===== config.mk =====
export PLATFORM = sky130hd
export DESIGN_NAME = gpb_ctrl
export DESIGN_NICKNAME = d
export VERILOG_FILES = /design/src/rtl/gpb_pkg.sv /design/src/rtl/gpb_pin_bank.sv /design/src/rtl/gpb_alt_store.sv /design/src/rtl/gpb_ctrl.sv
export SDC_FILE = /design/constraint.sdc
export NUM_CORES = 1
export LEC_CHECK = 0
export CELL_PAD_IN_SITES_DETAIL_PLACEMENT = 0
export CELL_PAD_IN_SITES_GLOBAL_PLACEMENT = 1
export CORE_ASPECT_RATIO = 0.5
export CORE_UTILIZATION = 46
export DETAILED_ROUTE_END_ITERATION = 10
export PLACE_DENSITY_LB_ADDON = 0.1
export SYNTH_ARGS = -nofsm -noshare
export SYNTH_HDL_FRONTEND = slang
export SYNTH_HIERARCHICAL = 1
export SYNTH_SLANG_ARGS = --single-unit

===== constraint.sdc =====
create_clock -name clk -period 8.2 [get_ports clk]
set_clock_uncertainty 0.15 [all_clocks]
set_input_delay 2.46 -clock clk [delete_from_list [all_inputs] [get_ports clk]]
set_output_delay 2.46 -clock clk [all_outputs]
set_load 0.01 [all_outputs]

===== src/rtl/gpb_pkg.sv =====
// Shared definitions for the banked GPIO controller.
// Assumes banks are exactly 32 pins wide.
package gpb_pkg;
    localparam int BANK_W = 32;

    // Register kinds; the numeric order sets the address map.
    typedef enum logic [2:0] {
        REG_LVL = 3'd0,
        REG_DIR = 3'd1,
        REG_SET = 3'd2,
        REG_CLR = 3'd3,
        REG_REN = 3'd4,
        REG_FEN = 3'd5,
        REG_STS = 3'd6,
        REG_ALT = 3'd7
    } reg_kind_e;
endpackage


===== src/rtl/gpb_pin_bank.sv =====
// One 32-pin bank: input synchroniser, edge capture, output latch,
// direction and edge-enable registers.
// Assumes at most one write strobe is active per cycle (distinct addresses).
module gpb_pin_bank #(
    parameter int W = 32
) (
    input  logic         clk,
    input  logic         rst_n,
    input  logic [W-1:0] pin_in,
    input  logic         we_dir,
    input  logic         we_set,
    input  logic         we_clr,
    input  logic         we_ren,
    input  logic         we_fen,
    input  logic         we_sts,
    input  logic [W-1:0] wdata,
    output logic [W-1:0] level,
    output logic [W-1:0] dir,
    output logic [W-1:0] dout,
    output logic [W-1:0] ren,
    output logic [W-1:0] fen,
    output logic [W-1:0] sts
);
    logic [W-1:0] sync1, sync2, prev;
    logic [W-1:0] rise_hit, fall_hit, clr_mask;

    // Two-flop synchroniser plus one-cycle history for edge detection.
    always_ff @(posedge clk) begin
        if (!rst_n) begin
            sync1 <= '0;
            sync2 <= '0;
            prev  <= '0;
        end else begin
            sync1 <= pin_in;
            sync2 <= sync1;
            prev  <= sync2;
        end
    end

    assign level    = sync2;
    assign rise_hit = sync2 & ~prev & ren;
    assign fall_hit = ~sync2 & prev & fen;
    assign clr_mask = we_sts ? wdata : '0;

    // Direction and edge-enable registers, written whole.
    always_ff @(posedge clk) begin
        if (!rst_n) begin
            dir <= '0;
            ren <= '0;
            fen <= '0;
        end else begin
            if (we_dir) dir <= wdata;
            if (we_ren) ren <= wdata;
            if (we_fen) fen <= wdata;
        end
    end

    // Output latch updated by the set and clear strobes.
    always_ff @(posedge clk) begin
        if (!rst_n) begin
            dout <= '0;
        end else if (we_set) begin
            dout <= dout | wdata;
        end else if (we_clr) begin
            dout <= dout & ~wdata;
        end
    end

    // Sticky edge status; a new edge wins over a clear of the same bit.
    always_ff @(posedge clk) begin
        if (!rst_n) begin
            sts <= '0;
        end else begin
            sts <= (sts & ~clr_mask) | rise_hit | fall_hit;
        end
    end

    AST_EDGE_KEPT: assert property (@(posedge clk) disable iff (!rst_n)
        (|(rise_hit | fall_hit)) |=> ((sts & $past(rise_hit | fall_hit)) == $past(rise_hit | fall_hit)));
    AST_STS_HOLD: assert property (@(posedge clk) disable iff (!rst_n)
        (!we_sts && !(|(rise_hit | fall_hit))) |=> $stable(sts));
    AST_SET_HIGH: assert property (@(posedge clk) disable iff (!rst_n)
        we_set |=> ((dout & $past(wdata)) == $past(wdata)));
    AST_CLR_LOW: assert property (@(posedge clk) disable iff (!rst_n)
        (we_clr && !we_set) |=> ((dout & $past(wdata)) == '0));
endmodule


===== src/rtl/gpb_alt_store.sv =====
// Storage for packed 2-bit alternate-function codes, 16 pins per word.
// Assumes the decoder raises at most one word strobe per cycle.
module gpb_alt_store #(
    parameter int NW = 4,
    parameter int W  = 32
) (
    input  logic            clk,
    input  logic            rst_n,
    input  logic [NW-1:0]   we,
    input  logic [W-1:0]    wdata,
    output logic [NW*W-1:0] codes
);
    for (genvar i = 0; i < NW; i++) begin : g_word
        // One code word, loaded whole on its strobe.
        always_ff @(posedge clk) begin
            if (!rst_n) codes[i*W +: W] <= '0;
            else if (we[i]) codes[i*W +: W] <= wdata;
        end
    end

    AST_ALT_STABLE: assert property (@(posedge clk) disable iff (!rst_n)
        !(|we) |=> $stable(codes));
endmodule


===== src/rtl/gpb_ctrl.sv =====
// Banked GPIO controller top: address decode, read mux, bank instances,
// alternate-function store and the combined interrupt.
// Assumes NPINS is a multiple of 32 and ADDR_W covers 9*NB words.
module gpb_ctrl
    import gpb_pkg::*;
#(
    parameter int NPINS  = 64,
    parameter int ADDR_W = 8
) (
    input  logic                clk,
    input  logic                rst_n,
    input  logic                bus_sel,
    input  logic                bus_wr,
    input  logic [ADDR_W-1:0]   bus_addr,
    input  logic [31:0]         bus_wdata,
    output logic [31:0]         bus_rdata,
    input  logic [NPINS-1:0]    pin_in,
    output logic [NPINS-1:0]    pin_out,
    output logic [NPINS-1:0]    pin_oe,
    output logic [2*NPINS-1:0]  alt_sel,
    output logic                irq
);
    localparam int NB   = NPINS / BANK_W;
    localparam int NALT = 2 * NB;
    localparam int ALT0 = int'(REG_ALT) * NB;
    localparam int LAST = ALT0 + NALT;

    logic [ADDR_W-3:0] word;
    logic              unused_addr_lsb;
    logic              wen;
    int                widx;

    logic [NB-1:0]              we_dir, we_set, we_clr, we_ren, we_fen, we_sts;
    logic [NALT-1:0]            we_alt;
    logic [NB-1:0][BANK_W-1:0]  lvl_w, dir_w, out_w, ren_w, fen_w, sts_w;
    logic [NALT*BANK_W-1:0]     alt_w;

    assign word            = bus_addr[ADDR_W-1:2];
    assign unused_addr_lsb = ^bus_addr[1:0];
    assign wen             = bus_sel & bus_wr;
    assign widx            = int'(word);

    // Write strobe decode, one strobe per mapped word.
    always_comb begin
        we_dir = '0; we_set = '0; we_clr = '0;
        we_ren = '0; we_fen = '0; we_sts = '0;
        we_alt = '0;
        for (int b = 0; b < NB; b++) begin
            if (wen && widx == int'(REG_DIR) * NB + b) we_dir[b] = 1'b1;
            if (wen && widx == int'(REG_SET) * NB + b) we_set[b] = 1'b1;
            if (wen && widx == int'(REG_CLR) * NB + b) we_clr[b] = 1'b1;
            if (wen && widx == int'(REG_REN) * NB + b) we_ren[b] = 1'b1;
            if (wen && widx == int'(REG_FEN) * NB + b) we_fen[b] = 1'b1;
            if (wen && widx == int'(REG_STS) * NB + b) we_sts[b] = 1'b1;
        end
        for (int a = 0; a < NALT; a++) begin
            if (wen && widx == ALT0 + a) we_alt[a] = 1'b1;
        end
    end

    // Combinational read mux; unmapped and write-only words give zero.
    always_comb begin
        bus_rdata = '0;
        if (bus_sel && !bus_wr) begin
            for (int b = 0; b < NB; b++) begin
                if (widx == int'(REG_LVL) * NB + b) bus_rdata = lvl_w[b];
                if (widx == int'(REG_DIR) * NB + b) bus_rdata = dir_w[b];
                if (widx == int'(REG_REN) * NB + b) bus_rdata = ren_w[b];
                if (widx == int'(REG_FEN) * NB + b) bus_rdata = fen_w[b];
                if (widx == int'(REG_STS) * NB + b) bus_rdata = sts_w[b];
            end
            for (int a = 0; a < NALT; a++) begin
                if (widx == ALT0 + a) bus_rdata = alt_w[a*BANK_W +: BANK_W];
            end
        end
    end

    for (genvar b = 0; b < NB; b++) begin : g_bank
        gpb_pin_bank #(.W(BANK_W)) u_bank (
            .clk    (clk),
            .rst_n  (rst_n),
            .pin_in (pin_in[b*BANK_W +: BANK_W]),
            .we_dir (we_dir[b]),
            .we_set (we_set[b]),
            .we_clr (we_clr[b]),
            .we_ren (we_ren[b]),
            .we_fen (we_fen[b]),
            .we_sts (we_sts[b]),
            .wdata  (bus_wdata),
            .level  (lvl_w[b]),
            .dir    (dir_w[b]),
            .dout   (out_w[b]),
            .ren    (ren_w[b]),
            .fen    (fen_w[b]),
            .sts    (sts_w[b])
        );
        assign pin_out[b*BANK_W +: BANK_W] = out_w[b];
        assign pin_oe[b*BANK_W +: BANK_W]  = dir_w[b];
    end

    gpb_alt_store #(.NW(NALT), .W(BANK_W)) u_alt (
        .clk   (clk),
        .rst_n (rst_n),
        .we    (we_alt),
        .wdata (bus_wdata),
        .codes (alt_w)
    );

    assign alt_sel = alt_w;
    assign irq     = |sts_w;

    AST_UNMAPPED_ZERO: assert property (@(posedge clk) disable iff (!rst_n)
        (bus_sel && !bus_wr && widx >= LAST) |-> (bus_rdata == '0));
    AST_IRQ_HOLD: assert property (@(posedge clk) disable iff (!rst_n)
        (irq && !(|we_sts)) |=> irq);
endmodule


### Word level (Yosys, flattened, before mapping)

Cells that the tools add are included.

* bits in read-only memories: 0
* register bits: 640
* bits in writable memories: 0
* latch bits: 0
* memories: 0
* output and inout port bits: 289

* shift operators: 0
* $add $sub $neg: 0
* div/mod/pow operators: 0
* bitwise gates (word level): 26
* order comparisons: 0
* $mul: 0
* muxes and demuxes: 37
* reductions and logical operators: 22
* eq/ne operators: 17

Operators by type and width (number)
* 32-bit two-way mux: 21
* 32-bit AND: 12
* 32-bit inverter: 7
* 32-bit OR: 6
* 64-bit OR reduction: 1
* 6-bit by 5-bit == test with 1-bit output, second input constant: 8
* 32-bit zero test: 1
* 6-bit by 4-bit == test with 1-bit output, second input constant: 4
* 1-bit logical AND: 17
* 1-bit two-way mux: 16
* 6-bit by 3-bit == test with 1-bit output, second input constant: 2
* 6-bit == test, second input constant: 2
* 6-bit by 2-bit == test with 1-bit output, second input constant: 1
* 2-bit nonzero test: 2
* 1-bit AND: 1
* 1-bit zero test: 1

### Longest topological paths before layout

* depth after elaboration: 16
* mapped depth: 11
* gate-level depth less buffers: 6

### Modules after synthesis

Netlist, hierarchy kept.

By module, submodules not included
* gpb_pin_bank: area each 9385.3 sq um, seq. area each 5124.9 sq um, cells an instance 817, times used 2
* gpb_alt_store: area each 4998.5 sq um, seq. area each 2562.5 sq um, cells an instance 414, times used 1
* gpb_ctrl: area each 3941.3 sq um, seq. area each 0.0 sq um, cells an instance 630, times used 1

### Worst setup path before layout

No wires, ideal clock.

* kind: input to output
* start point: input bus_addr[2]
* end point: output bus_rdata[0]
* data arrival time: 4129 ps
* buffers on the path: 3
* path slack: 1461 ps
* data required time: 5590 ps
* cell stages on the path: 9
* cells stage by stage: buf_2 or4b_1 buf_2 nor2_4 buf_2 a21oi_1 o21ai_1 a21oi_1 a2111oi_2

* cells in the longest elaborated chain, start to end: 16
* elaborated cells between the ends (all ways): 29
* those cells by class: 13 x eq/ne; 15 x mux; 1 x reduce/logical

Ends and longest elaborated chain
* from (decl): RTL line gpb_ctrl.sv:14 `input logic [ADDR_W-1:0] bus_addr,`
* 32-bit zero test: RTL line gpb_ctrl.sv:66 `if (widx == int'(REG_LVL) * NB + b) bus_rdata = lvl_w[b];`
* 32-bit two-way mux: RTL line gpb_ctrl.sv:66
* 32-bit two-way mux: RTL line gpb_ctrl.sv:67 `if (widx == int'(REG_DIR) * NB + b) bus_rdata = dir_w[b];`
* 32-bit two-way mux: RTL line gpb_ctrl.sv:68 `if (widx == int'(REG_REN) * NB + b) bus_rdata = ren_w[b];`
* 32-bit two-way mux: RTL line gpb_ctrl.sv:69 `if (widx == int'(REG_FEN) * NB + b) bus_rdata = fen_w[b];`
* 32-bit two-way mux: RTL line gpb_ctrl.sv:70 `if (widx == int'(REG_STS) * NB + b) bus_rdata = sts_w[b];`
* 32-bit two-way mux: RTL line gpb_ctrl.sv:66
* 32-bit two-way mux: RTL line gpb_ctrl.sv:67
* 32-bit two-way mux: RTL line gpb_ctrl.sv:68
* 32-bit two-way mux: RTL line gpb_ctrl.sv:69
* 32-bit two-way mux: RTL line gpb_ctrl.sv:70
* 32-bit two-way mux (3 in series): RTL line gpb_ctrl.sv:73 `if (widx == ALT0 + a) bus_rdata = alt_w[a*BANK_W +: BANK_W];`
* 32-bit two-way mux (*): RTL line gpb_ctrl.sv:73
* 32-bit two-way mux (*): RTL line gpb_ctrl.sv:64 `if (bus_sel && !bus_wr) begin`
* to (decl): RTL line gpb_ctrl.sv:16 `output logic [31:0] bus_rdata,`

Mark *: on every way between the ends. The rest lies on a longest branch, timed or not.

### Worst setup path after layout

* start point: input bus_addr[6]
* end point: output bus_rdata[29]

The elaborated chain is that of the path after synthesis.

==> run_results.csv <==
group,metric,value,unit
clock_network,cts_tree,"yes",
final_layout,nets,3216,
worst_setup_path,arrival,5.59,ns
sta,timing.fmax,121.9,MHz
clock_network,cts_made_buffers,56,
status,status,"finished, violations left",
drt,viasPerCell,5.567,
sta,rsz0062_at_grt,"yes",
status,violations,"setup timing",
global_routing,track_usage,0.3064,
yosys,yosysUniqueCellTypes,60,
placed_design,post-dp-hpwl,69790,um
sta,setup_ws,-0.003595,ns
drt,postRouteAntennaNets,0,
drt,via_count,22060,
sta,worst_pin_slew,1.197,ns
clock_network,post_cts.repair.setup_buffers,0,
power_and_ir_drop,p_clk_frac,0.441,
placed_design,gp_congestion,0.9408,
job,max_cap_viol_count,0,
sta,period_share,1.000,
final_layout,drive_gt1_frac,0.1190,
global_routing,antenna_found_initial,3,
floorplan,fp-row-count,63,
yosys,synth_flop_cell,"dfxtp_1",
final_layout,final_cells,3962,
power_and_ir_drop,power.internal,4.887,mW
floorplan,die-area,61280,sq um
yosys,ys_warn_count,6,
clock_network,clockRootBuffer,"clkbuf_16",
worst_setup_path,critPathLaunchType,"input pin",
clock_network,cts_buffer_depth,3,
floorplan,die_h,175.6,um
yosys,yosys-top-cells-area,"dfxtp_1 46%, mux2i_1 13%, nor2b_1 7.3%",
yosys,syn_area_per_cell,10.35,sq um
global_routing,grt_overflow,0,
power_and_ir_drop,pwr-share-comb,0.058,
yosys,syn_inst,2678,
clock_network,path_clk_slew,0.06,ns
drt,wl_per_cell,24.56,um
global_routing,grt_pass1_wl,139000,um
worst_setup_path,criticalPathCategory,"input pin to output port",
power_and_ir_drop,p_sw_frac,0.2283,
worst_hold_path,hold_depth,1,
floorplan,initial_core_util,0.4669,
placed_design,port-buffer-count,394,
global_routing,grt_pass1_vias,19990,
floorplan,coreArea,59360,sq um
final_layout,area_growth,26.10,%
yosys,syn_area,27710,sq um
sta,relSlewSlack,0.1996,
drt,drt_wl_total,97320,um
worst_setup_path,crit_fanout,7,
worst_setup_path,slowest_delay,0.56,ns
floorplan,ioPinCount,397,
yosys,netlist_top_cells_count,"640 x dfxtp_1, 353 x mux2i_1, 322 x nor2b_1",
drt,drc,0,
worst_setup_path,slowest_stage,"or4b_4",
drt,first_pass_iters,6,
worst_setup_path,reg2reg_depth,2,
floorplan,fp.dieW,349.1,um
placed_design,dp.cells,3862,
worst_hold_path,hold_class,"flip-flop to flip-flop",
yosys,ys_seq_area_frac,0.4624,
yosys,ys_ff_latch,640,
final_layout,diodes,0,
drt,initialDrtViolationCount,2474,
yosys,synth.most_common_cell,"dfxtp_1",
worst_setup_path,critical_path.cell_chain,"clkdlybuf4s50_1, buf_4, or4b_4, nor2_4, buf_12, buf_4, a21oi_1, o21ai_1, o211ai_1, a21oi_2, clkdlybuf4s50_1",
power_and_ir_drop,p_leak,12.47,nW
sta,final.min_clock_period,8.204,ns
sta,drv_slew,0,
clock_network,cts.sinks,640,
final_layout,final_util,0.5887,
yosys,yosysTopAreaCell,"dfxtp_1",
yosys,syn-num-nets,2786,
power_and_ir_drop,power.density,181.2,nW/um^2
power_and_ir_drop,p_seq_frac,0.502,
power_and_ir_drop,power.switching,1.446,mW
sta,hold_viol,0,
worst_setup_path,cp-end-kind,"output port",
clock_network,clkLatencyLatePin,0.61,ns
power_and_ir_drop,ir_drop,0.0001566,V
yosys,synthArstFlopShare,0,
yosys,synth_edf_count,0,
worst_setup_path,critPathRequiredTime,5.59,ns
sta,setup-violations-final,1,
clock_network,cts_max_level,2,
yosys,synthDominantCellAreaShare,0.4624,
global_routing,grt_start_max_net_pins,265,
layer usage:
layer  share of wire  GRT usage  vias up
met5         0.00013          0        -
met3           0.099    0.08419      127
met4           0.022    0.07182        2
li1                -          -    10350
met1            0.49     0.4771    10700
met2            0.39     0.4067      881
power by group through the flow:
stage	sequential (mW)	combinational, mW	clock (mW)
floorplan	3.23	0.157	0
global placement	3.25	0.353	0
detailed placement	3.25	0.353	0
CTS	3.18	0.355	2.82
global route	3.18	0.380	2.95
finish	3.18	0.364	2.79
final cells by class:
type | count | area (sq um)
clock buffers | 84 | 1698
repair buffers | 567 | 5514
clock inverters | 16 | 207.7
fillers | 5163 | 24410
inverters | 7 | 26.28
well taps | 812 | 1016
multi-input cells | 1836 | 13670
flip-flops and latches | 640 | 12810
cells in the final DEF, fill, tap and decap left out, types with 14 or more instances in the layout:
master / n
a22oi_1: 30
a21oi_1: 76
o22ai_1: 17
dfxtp_1: 640
a21boi_0: 68
and3b_1: 128
clkbuf_16: 57
clkbuf_8: 17
a221oi_1: 47
nor4_1: 17
nand2_1: 116
mux2i_1: 353
o221ai_1: 23
nor3_1: 35
o21ai_0: 21
nor2_1: 61
clkdlybuf4s50_1: 389
nor2b_1: 322
nor2_4: 14
nand3_1: 16
o31a_1: 64
a21boi_1: 60
buf_4: 151
a21bo_2: 64
and2_1: 192
buf_12: 20
path summary, 6_finish.rpt:
check / start / to / slack (ns)
setup / recovery: bus_addr[6] / bus_rdata[29] / -0.004
hold / removal: g_bank[0].u_bank/sync1[2]$_SDFF_PN0_ / g_bank[0].u_bank/level[2]$_SDFF_PN0_ / 0.28
setup reg to reg: g_bank[1].u_bank/level[5]$_SDFF_PN0_ / g_bank[1].u_bank/sts[5]$_SDFF_PN0_ / 6.93
hold reg to reg: g_bank[0].u_bank/sync1[2]$_SDFF_PN0_ / g_bank[0].u_bank/level[2]$_SDFF_PN0_ / 0.28
sequential cells by signal (all words and copies together) (netlist names), named ones only:
name and count:
u_alt/codes 128, g_bank.u_bank/dir 64, g_bank.u_bank/fen 64, g_bank.u_bank/level 64
g_bank.u_bank/prev 64, g_bank.u_bank/ren 64, g_bank.u_bank/sts 64, g_bank.u_bank/sync1 64
worst max-delay path: cells and delay by family:
kind | cells | cell delay [ns]
buffers and inverters | 5 | 1.51
AOI/OAI and AO/OA | 4 | 0.87
and+or+nand+nor | 2 | 0.75
logic make-up (layout without fill, tap and decap cells):
| kind of cell | Yosys count | in the layout | synth area share |
|---|---|---|---|
| simple gates | 944 | 944 | 0.2086 |
| flops | 640 | 640 | 0.4624 |
| compound gates | 536 | 536 | 0.1504 |
| mux | 356 | 356 | 0.1287 |
| buf+inv | 202 | 674 | 0.04989 |
metrics by stage:
stage | hold WS [ns] | power, mW | TNS (ns) | instance area [sq um] | worst slack (ns)
4_1_cts | 0.2816 | 6.356 | 0 | 34890 | 0.02708
3_3_place_gp | 0.2651 | 3.599 | -0.02981 | 32970 | -0.02434
6_report | 0.2813 | 6.333 | -0.003595 | 34940 | -0.003595
3_5_place_dp | 0.2669 | 3.600 | -0.09776 | 32970 | -0.06286
2_1_floorplan | 0.2619 | 3.392 | 0 | 27710 | 1.461
5_1_grt | 0.2880 | 6.512 | -0.01058 | 34940 | -0.01058
what timing repair did:
item,in CTS,in global routing
cloned,0,0
pin swaps,1,2
resized for setup,3,16
endpoints found under the setup margin,3,17
hold buffers,0,0
endpoints found under the hold margin,0,0
Note: power is estimated with default switching activity, not from simulation.
